[src/rtl/bcd_pkg.sv]
// Package: state codes and cycle-type codes shared by the bus demultiplexer.
// Assumes a 3-bit processor state code and a 2-bit cycle type {cc2,cc1}.
package bcd_pkg;
    localparam logic [2:0] ST_WAIT = 3'b000;
    localparam logic [2:0] ST_DATA = 3'b001;
    localparam logic [2:0] ST_LOW  = 3'b010;
    localparam logic [2:0] ST_STOP = 3'b011;
    localparam logic [2:0] ST_HIGH = 3'b100;
    localparam logic [2:0] ST_INT5 = 3'b101;
    localparam logic [2:0] ST_LOWI = 3'b110;
    localparam logic [2:0] ST_INT4 = 3'b111;

    localparam logic [1:0] CC_FETCH = 2'b00;
    localparam logic [1:0] CC_MREAD = 2'b10;
    localparam logic [1:0] CC_IOCMD = 2'b01;
    localparam logic [1:0] CC_MWRIT = 2'b11;
endpackage

[src/rtl/bcd_addr_latch.sv]
// Address/type capture: takes the low address byte in either low-address
// state and the high address bits plus cycle type in the high-address state.
// Assumes the high byte carries the type in its top two bits and the
// address in the bits below.
module bcd_addr_latch
    import bcd_pkg::*;
#(
    parameter int DATA_W = 8,
    parameter int ADDR_W = 14
) (
    input  logic              clk,
    input  logic              rst_n,
    input  logic [2:0]        state,
    input  logic [DATA_W-1:0] bus_in,
    output logic [ADDR_W-1:0] addr,
    output logic [1:0]        cyc_type
);
    localparam int HI_W = ADDR_W - DATA_W;

    logic [DATA_W-1:0] lo_q;
    logic [HI_W-1:0]   hi_q;
    logic [1:0]        cc_q;

    // Purpose: capture the low byte in either low-address state.
    always_ff @(posedge clk) begin
        if (!rst_n)
            lo_q <= '0;
        else if (state == ST_LOW || state == ST_LOWI)
            lo_q <= bus_in;
    end

    // Purpose: capture the high address bits and the cycle type.
    always_ff @(posedge clk) begin
        if (!rst_n) begin
            hi_q <= '0;
            cc_q <= CC_FETCH;
        end else if (state == ST_HIGH) begin
            hi_q <= bus_in[HI_W-1:0];
            cc_q <= bus_in[DATA_W-1 -: 2];
        end
    end

    assign addr     = {hi_q, lo_q};
    assign cyc_type = cc_q;

    // the low byte follows the bus after a low-address edge.
    a_r2_low_capture: assert property (@(posedge clk) disable iff (!rst_n)
        (state == ST_LOW || state == ST_LOWI) |=> addr[DATA_W-1:0] == $past(bus_in));

    // the high bits and type follow the bus after a high-address edge.
    a_r3_high_capture: assert property (@(posedge clk) disable iff (!rst_n)
        (state == ST_HIGH) |=> (addr[ADDR_W-1:DATA_W] == $past(bus_in[HI_W-1:0]))
                               && (cyc_type == $past(bus_in[DATA_W-1 -: 2])));

    // the address and type hold in every other state.
    a_r4_hold: assert property (@(posedge clk) disable iff (!rst_n)
        !(state == ST_LOW || state == ST_LOWI || state == ST_HIGH)
        |=> ($stable(addr) && $stable(cyc_type)));
endmodule

[src/rtl/bcd_strobe_dec.sv]
// Strobe decoder: in the data state, turns the latched cycle type and port
// number into one direction strobe plus the opcode-fetch flag.
// Assumes the I/O port number sits in the top PORT_W address bits and that
// ports below IN_PORTS are inputs.
module bcd_strobe_dec
    import bcd_pkg::*;
#(
    parameter int ADDR_W   = 14,
    parameter int PORT_W   = 5,
    parameter int IN_PORTS = 8
) (
    input  logic              clk,
    input  logic              rst_n,
    input  logic [2:0]        state,
    input  logic [ADDR_W-1:0] addr,
    input  logic [1:0]        cyc_type,
    output logic              mem_rd,
    output logic              mem_wr,
    output logic              io_rd,
    output logic              io_wr,
    output logic              op_fetch,
    output logic [PORT_W-1:0] io_port
);
    localparam logic [PORT_W-1:0] IN_LIMIT = PORT_W'(IN_PORTS);

    logic data_st;
    logic is_input;

    assign io_port  = addr[ADDR_W-1 -: PORT_W];
    assign data_st  = (state == ST_DATA);
    assign is_input = (io_port < IN_LIMIT);

    // Purpose: decode the cycle type into strobes during the data state.
    always_comb begin
        mem_rd   = 1'b0;
        mem_wr   = 1'b0;
        io_rd    = 1'b0;
        io_wr    = 1'b0;
        op_fetch = 1'b0;
        if (data_st) begin
            case (cyc_type)
                CC_FETCH: begin
                    mem_rd   = 1'b1;
                    op_fetch = 1'b1;
                end
                CC_MREAD: mem_rd = 1'b1;
                CC_MWRIT: mem_wr = 1'b1;
                default: begin
                    io_rd = is_input;
                    io_wr = !is_input;
                end
            endcase
        end
    end

    // at most one direction strobe is high at a time.
    a_r7_one_strobe: assert property (@(posedge clk) disable iff (!rst_n)
        $onehot0({mem_rd, mem_wr, io_rd, io_wr}));

    // an opcode fetch is always also a memory read.
    a_r5_fetch_reads: assert property (@(posedge clk) disable iff (!rst_n)
        op_fetch |-> mem_rd);

    // the I/O direction matches the port-number boundary.
    a_r6_io_direction: assert property (@(posedge clk) disable iff (!rst_n)
        (io_rd |-> io_port < IN_LIMIT) and (io_wr |-> io_port >= IN_LIMIT));
endmodule

[src/rtl/bcd_wait_gen.sv]
// Wait generator: after the high-address state of a memory cycle, holds
// ready low for the programmed number of clocks.
// Assumes the cycle type is taken from the bus in that same state, and that
// an I/O cycle clears any wait still running.
module bcd_wait_gen
    import bcd_pkg::*;
#(
    parameter int LAT_W = 4
) (
    input  logic             clk,
    input  logic             rst_n,
    input  logic [2:0]       state,
    input  logic [1:0]       bus_cc,
    input  logic [LAT_W-1:0] latency_cfg,
    output logic             ready
);
    logic [LAT_W-1:0] cnt_q;
    logic             load;

    assign load  = (state == ST_HIGH);
    assign ready = (cnt_q == '0);

    // Purpose: load the wait count at the high-address state, then count down.
    always_ff @(posedge clk) begin
        if (!rst_n)
            cnt_q <= '0;
        else if (load)
            cnt_q <= (bus_cc == CC_IOCMD) ? '0 : latency_cfg;
        else if (cnt_q != '0)
            cnt_q <= cnt_q - LAT_W'(1);
    end

    // a running count falls by one per clock.
    a_r8_count_down: assert property (@(posedge clk) disable iff (!rst_n)
        (!load && cnt_q != '0) |=> cnt_q == $past(cnt_q) - LAT_W'(1));

    // an I/O cycle never brings ready low.
    a_r9_io_no_wait: assert property (@(posedge clk) disable iff (!rst_n)
        (load && bus_cc == CC_IOCMD) |=> ready);

    // outside a high-address edge, ready only rises or stays.
    a_r10_no_reload: assert property (@(posedge clk) disable iff (!rst_n)
        (!load && ready) |=> ready);
endmodule

[src/rtl/bus_cycle_demux.sv]
// Top level of the bus demultiplexer: address/type latch, strobe decoder
// and wait generator.
// Assumes the processor presents the state code and bus as synchronous
// inputs and samples ready on the clock.
module bus_cycle_demux
    import bcd_pkg::*;
#(
    parameter int DATA_W   = 8,
    parameter int ADDR_W   = 14,
    parameter int PORT_W   = 5,
    parameter int IN_PORTS = 8,
    parameter int LAT_W    = 4
) (
    input  logic              clk,
    input  logic              rst_n,
    input  logic [2:0]        state,
    input  logic [DATA_W-1:0] bus_in,
    input  logic [LAT_W-1:0]  latency_cfg,
    output logic [ADDR_W-1:0] addr,
    output logic [1:0]        cyc_type,
    output logic              mem_rd,
    output logic              mem_wr,
    output logic              io_rd,
    output logic              io_wr,
    output logic              op_fetch,
    output logic [PORT_W-1:0] io_port,
    output logic              ready
);
    bcd_addr_latch #(.DATA_W(DATA_W), .ADDR_W(ADDR_W)) u_latch (
        .clk(clk), .rst_n(rst_n), .state(state), .bus_in(bus_in),
        .addr(addr), .cyc_type(cyc_type)
    );

    bcd_strobe_dec #(.ADDR_W(ADDR_W), .PORT_W(PORT_W), .IN_PORTS(IN_PORTS)) u_dec (
        .clk(clk), .rst_n(rst_n), .state(state), .addr(addr), .cyc_type(cyc_type),
        .mem_rd(mem_rd), .mem_wr(mem_wr), .io_rd(io_rd), .io_wr(io_wr),
        .op_fetch(op_fetch), .io_port(io_port)
    );

    bcd_wait_gen #(.LAT_W(LAT_W)) u_wait (
        .clk(clk), .rst_n(rst_n), .state(state),
        .bus_cc(bus_in[DATA_W-1 -: 2]), .latency_cfg(latency_cfg), .ready(ready)
    );

    // no strobe outside the data state.
    a_r7_quiet_outside_data: assert property (@(posedge clk) disable iff (!rst_n)
        (state != ST_DATA) |-> !(mem_rd || mem_wr || io_rd || io_wr || op_fetch));
endmodule

[config.mk]
export PLATFORM = sky130hd
export DESIGN_NAME = bus_cycle_demux
export DESIGN_NICKNAME = d
export VERILOG_FILES = /design/src/rtl/bcd_pkg.sv /design/src/rtl/bcd_addr_latch.sv /design/src/rtl/bcd_strobe_dec.sv /design/src/rtl/bcd_wait_gen.sv /design/src/rtl/bus_cycle_demux.sv
export SDC_FILE = /design/constraint.sdc
export NUM_CORES = 1
export LEC_CHECK = 0
export BUFFER_PORTS_ARGS = -buffer_cell sky130_fd_sc_hd__buf_2
export CORE_MARGIN = 2
export CORE_UTILIZATION = 45
export DETAILED_ROUTE_END_ITERATION = 6
export GPL_ROUTABILITY_DRIVEN = 0
export HOLD_SLACK_MARGIN = 0.05
export PLACE_DENSITY = 0.78
export SLEW_MARGIN = 20
export SYNTH_ARGS = -nofsm -noshare
export SYNTH_HDL_FRONTEND = slang
export SYNTH_SLANG_ARGS = --single-unit
[constraint.sdc]
create_clock -name clk -period 1.6 [get_ports clk]
set_input_delay 0.16 -clock clk [delete_from_list [all_inputs] [get_ports clk]]
set_output_delay 0.16 -clock clk [all_outputs]
set_load 0.01 [all_outputs]
==> results.txt, run 1 <==
The logs give 647 MHz for the highest attainable clock frequency and 1.44 mW for the overall power of the completed layout. The largest total area in the synthesized netlist belongs to dfxtp_1. The number of nets in the synthesized netlist is 126. Cell count after placement: 170. In this run the mean area of a mapped cell was 8.63 sq um.

For the total wire length after detailed routing, the log shows 2050 um. In this run the deepest clock path goes through 2 buffers. Port buffering added 43 buffers. After detailed routing, the number of vias per cell comes to 4.76.

Across the run, the number of max-cap violations was 0. After layout, the worst setup slack is 0.0535 ns. The logs give 0.29 ns for the clock insertion delay at the later pin of the skew report and 2450 sq um for the area of the die. Dominant synthesized flop cell: dfxtp_1. The flow ran to the end, and the final reports show no timing, DRC or antenna violations. For this block, the initial DRC count from the detailed router was 4.

After synthesis, the share of flip-flops with an asynchronous set or reset is 0%. Total power density per cell area: 1180 nW/um^2. The tools report the final-report max-slew violation count as 0. The run gives 0.631 mV as the highest ir drop seen on vdd. The final hold violation count was 0; the number of buffers added by the clock tree synthesis step was 3. The largest clock skew in the final design is 0.000595 ns. Synthesis produced 108 cells. Launch point of the worst hold path: bus_in[4]. The logs give 47.5% for the starting density of the core and 1.39 ns for the endpoint arrival time on the critical path. For the H-tree level count, the log shows 1.

Counting I/O delays and the setup requirement, the final critical path takes 1.55 ns. The tools report the final number of setup-violating endpoints as 0. The tools report the root cell of the clock tree as clkbuf_4. After routing, the total negative slack on setup checks comes to 0 ns. The critical-path maximum fanout is 3, and the placed instance area is 1140 sq um.

The global-route usage over all layers is 17.8%. By count the netlist is led by nand2_1, dfxtp_1, a21boi_0. Once detail routing completed, the nets flagged for antenna violations numbered 0. Yosys instantiated no cell more often than nand2_1.

During synthesis, Yosys emitted a total of 0 warnings. Clock-pin slew was measured on the worst setup and hold paths at 0.11 ns. Prior to clock tree synthesis, the placed netlist has a worst setup slack of 0.113 ns.

Measured against its own limit, the worst slew margin works out to 73.1%. The synthesized design devotes to its leading area cell type 43.0% of total area. The final standard cell utilization of the core came out at 62.1%. The worst setup path is captured at an output pin. The total overflow left after global routing is 0. In this run the worst setup path begins at u_wait.cnt_q[0]. The tightest min-delay check is of the in -> reg type. The tools report the number of global-route vias before repair as 810.

The share of the Yosys chip area taken by registers is 43.0%. The run gives 3360 um as the wire length of the first global-routing pass. Pin placement for this block handled 44 I/O pins. The area of the multi-input gates was 473 sq um. The final layout contains 169 nets. In the routed design, unresolved DRC markers number 0. The number of antenna diodes in the final layout is 0.

The tools report the largest net degree at the start of global routing as 22. In this run the vertical extent of the chip is 49.5 um. The final route contains 842 vias.

The kind of critical path is reg -> out. The die is 49.5 um wide. After synthesis, the cell types taking the most area are dfxtp_1, mux2i_1, nand2_1. For this design, the sink count on the clock tree is 20.

Summed over all nets, the half-perimeter wirelength after detailed placement is 1510 um. The run gives 195 as the number of fill cells. The row count is 16, and the post-synthesis register bit count is 20.

The wire length per cell came out at 11.6 um. The detailed-router iteration count before antenna repair is 3. The combined flip-flop and latch cell area is 403 sq um. Of the available clock period, the critical path in the final layout requires 96.7%. From synthesis to final layout, the design area changed by 30.7%. The initial antenna violation count is 0. STA puts the critical path data required time at 1.44 ns. In the final layout, the share of cells above drive strength 1 is 40.0%. In this run the critical register-to-register path is launched from u_wait.cnt_q[0]. For this design the static power due to leakage is 0.569 nW. The tools report the final cell area excluding filler cells as 1220 sq um. Setup repair after global routing could not meet its margin everywhere.

The mapped netlist covers 932 sq um. STA classifies the critical path startpoint as a flop. The count of unique library cells instantiated by Yosys was 25. Final hold analysis gives a worst-case slack of 0.119 ns. For this run, the number of standard cells in the final layout without fillers is 177.

The measured slew at the worst slew-check pin is 0.402 ns, and the count of flip-flops with a built-in enable after synthesis is 0. TritonCTS built the clock tree. The core region is 1960 sq um.
-- logic make-up (layout without fill, tap and decap cells) --
| kind of cell | after synthesis | in the layout | share of synthesized area, % |
|---|---|---|---|
| xor+xnor | 2 | 2 | 1.88 |
| compound gates | 13 | 13 | 9.93 |
| buf+inv | 13 | 55 | 7.65 |
| simple gates | 50 | 50 | 26.6 |
| flops | 20 | 20 | 43.0 |
| mux | 9 | 9 | 9.66 |
| fa+ha+maj | 1 | 1 | 1.34 |
-- flip-flops by register name (all words and copies together), names as in the netlist --
signal / flops
u_wait.cnt_q: 4
u_latch.cyc_type: 2
u_latch.hi_q: 6
u_latch.lo_q: 8
-- layout make-up --
class | instances | area share (%)
clock buffer | 4 | 2.98
inverter | 3 | 1.13
multi-input combinational | 75 | 38.8
sequential | 20 | 33.1
tap | 27 | 2.77
timing repair buffer | 48 | 21.3
-- layout by cell type (no fill, tap or decap) --
master | synthesis | routed
o21ai_0 | 1 | 1
buf_4 | 5 | 5
nor2b_1 | 9 | 9
inv_4 | 0 | 1
xor2_1 | 1 | 1
or3b_1 | 1 | 1
nand3_1 | 4 | 4
o211ai_1 | 1 | 1
inv_2 | 0 | 2
buf_2 | 2 | 42
nand2_1 | 22 | 22
clkbuf_8 | 0 | 1
nand4_1 | 1 | 1
nand2b_1 | 1 | 1
xnor2_1 | 1 | 1
o21ai_1 | 1 | 1
dfxtp_2 | 0 | 2
clkbuf_4 | 0 | 3
ha_4 | 0 | 1
nor3b_2 | 1 | 1
a21boi_0 | 10 | 10
mux2i_1 | 9 | 9
buf_6 | 0 | 1
dfxtp_1 | 20 | 18
nor3_1 | 3 | 3
and2_1 | 1 | 1
or3b_4 | 1 | 1
nor2_1 | 6 | 6
-- power by group --
part | switching (mW) | internal (mW) | total [mW]
combinational | 0.253 | 0.304 | 0.557
clock | 0.143 | 0.138 | 0.282
sequential | 0.0417 | 0.558 | 0.599
-- worst paths after layout --
check	end	slack, ns	cells after the start
setup reg to reg	u_wait.cnt_q[0]	0.07	8
hold / removal	u_latch.hi_q[4]	0.12	3
setup / recovery	ready	0.05	5
hold reg to reg	u_latch.hi_q[2]	0.48	2
-- timing repair --
item                                    in CTS  in global routing
gates resized for setup                      5                  3
buffers inserted                             2                  1
hold buffers                                 0                  0
pin swaps                                    1                  0
endpoints found under the setup margin       1                  1
-- critical path, stage by stage, from the launching register on --
cell and delay (ns):
dfxtp_2 0.34, inv_2 0.07, ha_4 0.13, or3b_4 0.39, inv_4 0.07, buf_6 0.09
-- metal layers --
layer | track usage [%] | vias to the layer above | part of all wire (%)
li1 | - | 432 | -
met1 | 20.0 | 387 | 43
met2 | 32.7 | 21 | 51
met3 | 3.03 | 2 | 4.1
met4 | 8.33 | 0 | 1.3
met5 | 0 | - | 0
Power figures use the tool's default switching activity.
==> run 2: changes to the inputs <==
Settings changed: CORE_UTILIZATION 45 to 46, SYNTH_HIERARCHICAL set to 1.
==> results.txt, run 2 <==
The number of buffers added by the clock tree synthesis step was 3 (unchanged); the floorplan die width was 50.5 um (+2.0%). The total power density per cell area was 1280 nW/um^2 (+8.7%). The most repeated cell in the gate-level netlist after synthesis is nand2_1. The number of global-route vias before repair was 804 (-0.74%). Nature of the critical path startpoint: a flop.

The total nets after synthesis came out at 135 (+7.1%). Ranked by flip-flop count, first place goes to u_latch/lo_q. The count of buffers inserted at the top-level ports was 43 (unchanged). The largest net degree at the start of global routing is 30 (+36%), and the share of power burned in combinational logic is 38.0% (-0.7 points). The logs give 0 (unchanged) for the final-report max-slew violation count and 0.0752 ns (-0.0442 ns) for the final worst hold slack. The ratio of final minimum period to clock period is 98.4% (+1.7 points).

Yosys attributes the largest share of cell area to dfxtp_1, nand2_1, a21boi_0. Endpoint arrival time on the critical path: 1.41 ns (+0.02 ns). The largest registers in the layout are u_latch/lo_q: 8 flops, u_latch/hi_q: 6 flops, u_wait/cnt_q: 4 flops. The logs give 0 ns (unchanged) for the final-layout setup total negative slack and 1.65 mW (+14%) for the overall power of the completed layout. The H-tree level count is 1 (unchanged), and the cell-internal power is 1.14 mW (+14%). The critical-path maximum fanout is 2 (-1).

The worst register-to-register path begins at u_wait/cnt_q[0]. Area of the multi-input gates: 517 sq um (+9.3%). Final hold violation count: 0 (unchanged). The path with the worst hold slack has its endpoint at u_latch/hi_q[1]. The post-synthesis async set-or-reset flop share is 0% (unchanged). Counting instances in the post-synthesis netlist gives the leading cell types as nand2_1, dfxtp_1, nand3_1.

For the warning count from the yosys run, the log shows 6 (+6). The net switching power was 0.506 mW (+16%). The initial antenna violation count was 0 (unchanged); the net count of the finished layout was 178 (+5.3%). The die boundary height came out at 50.5 um (+2.0%). The worst register-to-register path ends at u_wait/cnt_q[0].

The fraction of synthesized area in multiplexers came out at 1.01% (-8.7 points). Leaving out fill and tap cells, the most frequent cell in the layout is buf_2. Post-DP HPWL: 1530 um (+1.5%).

The worst hold path begins at bus_in[1]. The tools report the hold-fix buffer count after cts as 0 (unchanged). The row count was 16 (unchanged); the detailed router's first-iteration violation count was 18 (+14).

The clock transition at the register clock pins on the worst setup and hold paths after CTS is 0.12 ns (about the same). The logs give 0 (unchanged) for the number of DRC violations after detailed routing and 36.6% (-5.1 points) for the sequential group share of total power. The tools report the nature of the critical path endpoint as an output pin. The depth of the worst hold-timing path was 3 (unchanged); the portion of total power attributed to the clock network was 25.4% (+5.8 points). The number of fill cells is 187 (-4.1%).

The synthesized design spends more area on one cell type than any other, namely dfxtp_1. By area, the combinational part of the netlist is dominated by simple AND/OR/NAND/NOR gates. Internal reg-to-reg setup slack: 0.09 ns (+0.02 ns). The logs give 2000 sq um (+2.0%) for the floorplan core area and 0.30 ns (about the same) for the clock insertion delay at the later pin of the skew report. The ratio of cells with drive above 1 in the final layout was 40.9% (+0.88 points). The wire length of the first global-routing pass was 3510 um (+4.5%); the synthesized area was 995 sq um (+6.7%). The switching share of power is 30.7% (+0.31 points), and the number of antenna-violating nets in the routed design is 0 (unchanged). The mean area per synthesized cell is 8.50 sq um (-1.5%), and the area fraction in compound gates after synthesis is 13.3% (+3.4 points). The proportion of synthesized chip area in sequential cells was 40.3% (-2.7 points); the final critical path time including I/O delays and setup was 1.57 ns (+0.0272 ns).

The most used flip-flop cell after synthesis is dfxtp_1. The count of flip-flops with a built-in enable after synthesis is 0 (unchanged), and the final number of setup-violating endpoints is 0 (unchanged). In this run the worst hold path is classified as in -> reg. The run gives 403 sq um (unchanged) as the combined flip-flop and latch cell area.

The measured slew at the worst slew-check pin was 0.536 ns (+0.134 ns); the global-route usage over all layers was 18.2% (+0.37 points). Area of the die: 2550 sq um (+4.0%). The tree is rooted in a clkbuf_4.

TritonCTS built the clock tree. The largest clock skew in the final design was 0.000305 ns (-0.000290 ns); the highest ir drop seen on vdd was 1.01 mV (+60%). The detailed-router iteration count before antenna repair came out at 4 (+1). The leftover overflow at the end of global routing is 0 (unchanged).

The logs give 49.7% (+2.2 points) for the starting density of the core and 2 (unchanged) for the number of buffers between clock root and the deepest sink. The depth of the worst register-to-register path works out to 7 (-1). Setup repair after global routing could not meet its margin everywhere. The count of vias placed by the detailed router is 949 (+13%), and the post-synthesis register bit count is 20 (unchanged).

The fraction of the mapped netlist area in simple logic gates was 33.3% (+6.8 points); the share of synthesized cell area in full adder, half adder and majority cells was 1.26% (-0.084 points). The library cells used most frequently in the layout, excluding fill and tap cells, are buf_2, nand2_1, dfxtp_1. The wire length per cell works out to 12.4 um (+7.0%). For the count of mapped cells out of synthesis, the log shows 117 (+8.3%). For the required time at the endpoint of the critical path, the log shows 1.44 ns (about the same).

The fraction of post-synthesis cell area in the top cell type by area came out at 40.3% (-2.7 points). The critical path is of the reg -> out type. For the clock net sink count, the log shows 20 (unchanged). The count of unique library cells instantiated by Yosys is 27 (+8.0%), and the number of flip-flops in the largest register is 8 (unchanged).

The area growth from synthesis to layout was 28.9%; the highest attainable clock frequency was 635 MHz (-1.7%). The XOR/XNOR share of the synthesized area was 1.76% (-0.12 points). The average vias per placed instance was 5.10 (+7.3%); the standby leakage power was 0.572 nW (+0.47%). The number of inserted diodes came out at 0 (unchanged). Number of ports placed on the die boundary: 44 (unchanged). The max-cap check violation count is 0 (unchanged).

The flow ran to the end, and the final reports show no timing, DRC or antenna violations. The worst-case headroom to the max-slew limit is 64.2% (-8.9 points), and the total wire length after detailed routing is 2310 um (+12%).
-- run 2: changes by cell type after synthesis, moves of 2 or more --
cell,delta
mux2i_1,-8
clkbuf_1,-3
nor2b_1,-9
nand3_1,+8
buf_4,+2
nor2_1,-3
nor3b_4,+2
o21ai_0,+8
nand2b_1,+2
nand2_1,+6
-- run 2: worst max path at each step --
stage | cells past startpoint | endpoint | startpoint | slack [ns]
finish | 5 | ready | u_wait/cnt_q[0] | 0.03
global route | 5 | ready | u_wait/cnt_q[0] | -0.02
detailed placement | 7 | u_wait/cnt_q[0] | u_wait/cnt_q[0] | 0.08
floorplan | 7 | u_wait/cnt_q[0] | u_wait/cnt_q[0] | 0.17
global placement | 7 | u_wait/cnt_q[0] | u_wait/cnt_q[0] | 0.17
CTS | 5 | ready | u_wait/cnt_q[0] | 0.01
-- run 2: power by group through the flow --
stage / registers (mW) / clock network (mW) / logic [mW]
final: 0.602 / 0.418 / 0.625
after global routing: 0.606 / 0.446 / 0.667
after CTS: 0.598 / 0.427 / 0.521
after detailed placement: 0.605 / 0 / 0.418
after global placement: 0.602 / 0 / 0.392
after floorplan: 0.606 / 0 / 0.300
-- run 2: cells by family (layout without fill, tap and decap cells) --
logic type,after synthesis,after routing
compound gates,21,21
flops,20,20
simple gates,58,58
xor+xnor,2,2
buf+inv,14,56
mux,1,1
fa+ha+maj,1,1
-- run 2: what timing repair did --
item                                    in CTS  in global routing
resized for setup                            5                  3
hold endpoints to repair                     0                  0
gates cloned                                 0                  0
setup buffers                                3                  2
pin swaps                                    1                  1
endpoints found under the setup margin       1                  1
-- run 2: area by class of cell --
class	instances	share of cell area, %
clock inverter	1	2.34
tap	27	2.63
timing repair buffer	48	20.2
inverter	4	1.37
multi-input combinational	83	40.3
clock buffer	3	1.76
sequential	20	31.4
-- run 2: through the flow --
stage	util (%)	cells	setup WS, ns	cell area, sq um
after global routing	64.1	186	-0.0176	1280
after CTS	62.7	184	0.0137	1260
after global placement	58.4	177	0.167	1170
final	64.1	186	0.0263	1280
after detailed placement	58.4	177	0.0789	1170
after floorplan	-	117	0.167	995
-- run 2: critical path: stages, from the launching register on --
cell and delay, ns:
dfxtp_2 0.34, inv_2 0.08, ha_4 0.13, or3b_4 0.39
inv_4 0.08, buf_6 0.09
-- run 2: metal layers --
| metal | up-vias | wire (um) | track usage, % |
|---|---|---|---|
| met3 | 2 | 148 | 7.14 |
| met2 | 33 | 1180 | 34.0 |
| met5 | - | 0 | 0 |
| met4 | 0 | 10 | 1.35 |
| met1 | 438 | 967 | 20.1 |
| li1 | 476 | - | - |
==> run 3: changes to the inputs <==
Settings changed: CORE_UTILIZATION 46 to 49, PLACE_DENSITY 0.78 to 0.82, SETUP_SLACK_MARGIN set to 0.5.
Clock period 1.6 ns to 1.95 ns, I/O delays scaled along.
==> results.txt, run 3 (synthesized netlist as in run 2, its figures left out) <==
The flow ran to the end, and the final reports show no timing, DRC or antenna violations. The floorplan die width works out to 49.1 um (-2.9%). The switching share of power was 30.8% (+0.031 points). For the area of the die, the log shows 2410 sq um (-5.6%).

The launch point of the worst reg-to-reg path was u_wait/cnt_q[0]. The kind of critical path was reg -> out. The share of power burned in combinational logic is 43.2% (+5.2 points).

The clock net sink count was 20 (unchanged). For the standby leakage power, the log shows 0.578 nW (+1.0%). The required time at the endpoint of the critical path was 1.75 ns (+0.31 ns); the count of vias placed by the detailed router was 925 (-2.5%). The number of buffers between clock root and the deepest sink is 2 (unchanged), and the cell-internal power is 0.892 mW (-22%). The worst setup path is captured at an output pin.

The die boundary height works out to 49.1 um (-2.9%). The number of ports placed on the die boundary is 44 (unchanged), and the max-cap check violation count is 0 (unchanged). The final critical path time including I/O delays and setup works out to 1.57 ns. The net switching power is 0.397 mW (-22%). Setup repair after global routing could not meet its margin everywhere.

The logs give 170 (-9.1%) for the number of fill cells and 1 (unchanged) for the H-tree level count. The internal reg-to-reg setup slack is 0.41 ns (+0.32 ns), and the endpoint arrival time on the critical path is 1.37 ns (-0.04 ns). The number of flip-flops in the largest register was 8 (unchanged); the depth of the worst register-to-register path was 8 (+1).

The path class of the tightest hold or removal check is in -> reg. The largest incremental delay on the critical path is 0.39 ns (about the same), and the largest clock skew in the final design is 0.000353 ns (+0.0000478 ns). The cell count after placement was 177 (unchanged). The detailed-router iteration count before antenna repair is 4 (unchanged), and the overall power of the completed layout is 1.29 mW (-22%).

For the largest net degree at the start of global routing, the log shows 30 (unchanged). The kind of cell with the highest combined delay along the critical path is simple AND/OR/NAND/NOR gates. The total power density per cell area is 1000 nW/um^2 (-22%). End of the critical path: ready.

The nature of the critical path startpoint is a flop. The buffers plus inverters on the worst setup path is 3 (unchanged), and the leftover overflow at the end of global routing is 0 (unchanged). Worst-case headroom to the max-slew limit: 63.9% (-0.30 points). The register with the most flip-flops in the final layout is u_latch/lo_q. The number of inserted diodes came out at 0 (unchanged).

The filler-free cell count of the finished design is 187 (+0.54%). Clock transition at the register clock pins on the worst setup and hold paths after CTS: 0.11 ns (about the same). The most common cell after layout, fill and taps aside was buf_2.

Leaving out fill and tap cells, the most frequent cells in the layout are buf_2, nand2_1, dfxtp_1. The average vias per placed instance is 4.95 (-3.1%), and the number of stages on the worst setup path is 5 (unchanged). The highest ir drop seen on vdd was 0.586 mV (-42%). For this design, the slowest cell found on the critical path is or3b_4.

The run gives 38.2% (+1.6 points) as the sequential group share of total power. The total wire length after detailed routing is 2170 um (-6.1%), and the post-DP HPWL is 1540 um (+0.55%). The starting density of the core is 51.2% (+1.5 points). From synthesis to final layout, the design area changed by 29.6%. The run gives 66.4% (+2.3 points) as the final standard cell utilization of the core. The endpoint identified for the worst register-to-register timing path is u_wait/cnt_q[0]. For the net count of the finished layout, the log shows 179 (+0.56%). The clock insertion delay at the later pin of the skew report was 0.30 ns (about the same); the measured slew at the worst slew-check pin was 0.541 ns (+0.00444 ns). In the final layout, the registers with the most flip-flops are u_latch/lo_q: 8 flops, u_latch/hi_q: 6 flops, u_wait/cnt_q: 4 flops. For the floorplan core area, the log shows 1940 sq um (-3.0%). Walking the worst path, the cells encountered are inv_2, ha_4, or3b_4, clkinv_4, buf_6.

TritonCTS built the clock tree. The placed instance area is 1170 sq um (unchanged). The tools report the final hold violation count as 0 (unchanged).

The launching element of the worst setup path was u_wait/cnt_q[0]. The root buffer cell chosen for the clock tree is clkbuf_4. For the final cell area excluding filler cells, the log shows 1290 sq um (+0.49%). The final number of setup-violating endpoints was 0 (unchanged). The logs give 0 (unchanged) for the initial antenna violation count and 0 (unchanged) for the final-report max-slew violation count.

For the detailed router's first-iteration violation count, the log shows 18 (unchanged). The wire length of the first global-routing pass is 3440 um (-2.0%), and the number of DRC violations after detailed routing is 0 (unchanged). The number of buffers added by the clock tree synthesis step is 3 (unchanged). The portion of total power attributed to the clock network is 18.5% (-6.9 points), and the row count is 16 (unchanged). The count of buffers inserted at the top-level ports is 43 (unchanged), and the final-layout setup total negative slack is 0 ns (unchanged). Timing would allow up to 638 MHz. The number of antenna-violating nets in the routed design was 0 (unchanged); the critical-path maximum fanout was 2 (unchanged).

The number of global-route vias before repair is 802 (-0.25%). After layout, the worst path uses 80.4% of the clock period. The wire length per cell was 11.6 um (-6.6%).

Ratio of cells with drive above 1 in the final layout: 42.5% (+1.6 points). The global-route usage over all layers came out at 18.2% (-0.028 points).
==> run 3: power groups by stage <==
| stage | clock [mW] | sequential, mW | combinational [mW] |
|---|---|---|---|
| final | 0.239 | 0.493 | 0.557 |
| after floorplan | 0 | 0.497 | 0.246 |
| after detailed placement | 0 | 0.497 | 0.340 |
| after global routing | 0.257 | 0.501 | 0.610 |
| after CTS | 0.244 | 0.491 | 0.509 |
| after global placement | 0 | 0.493 | 0.322 |
==> run 3: cell type report <==
type	count	area (sq um)	area share [%]
Clock buffer	4	36.3	2.82
Inverter	4	20.0	1.55
Multi-Input combinational cell	83	524	40.7
Sequential cell	20	404	31.4
Timing Repair Buffer	49	270	21.0
Tap cell	27	33.8	2.62
==> run 3: worst min-delay path by stage <==
stage	from	cells past startpoint	end	slack, ns
6_report	bus_in[0]	3	u_latch/hi_q[0]	0.12
2_1_floorplan	rst_n	1	u_wait/cnt_q[0]	0.32
5_1_grt	bus_in[2]	3	u_latch/hi_q[2]	0.13
3_5_place_dp	bus_in[2]	3	u_latch/hi_q[2]	0.44
3_3_place_gp	bus_in[0]	3	u_latch/hi_q[0]	0.42
4_1_cts	bus_in[0]	3	u_latch/hi_q[0]	0.12
==> run 3: repair_timing <==
item	in CTS	in global routing
endpoints found under the hold margin	0	0
pin swaps	2	2
resized for setup	9	3
setup endpoints to repair	2	5
setup buffers	5	1
hold buffers	0	0
==> run 3: through the flow <==
stage | hold slack (ns) | setup WS [ns]
final | 0.121 | 0.382
after CTS | 0.119 | 0.387
after global placement | 0.422 | 0.515
after detailed placement | 0.436 | 0.441
after global routing | 0.130 | 0.334
after floorplan | 0.317 | 0.517
==> run 3: worst min-delay path, delay by kind of cell <==
kind	cells	cell delay [ns]
AOI/OAI and AO/OA	1	0.06
and+or+nand+nor	1	0.05
buffers and inverters	1	0.09
==> run 3: routing by layer <==
| metal | track usage [%] | routed length, um |
|---|---|---|
| met2 | 34.2 | 1120 |
| met3 | 2.76 | 113 |
| met1 | 20.3 | 902 |
| met5 | 0 | 0 |
| met4 | 7.14 | 34 |
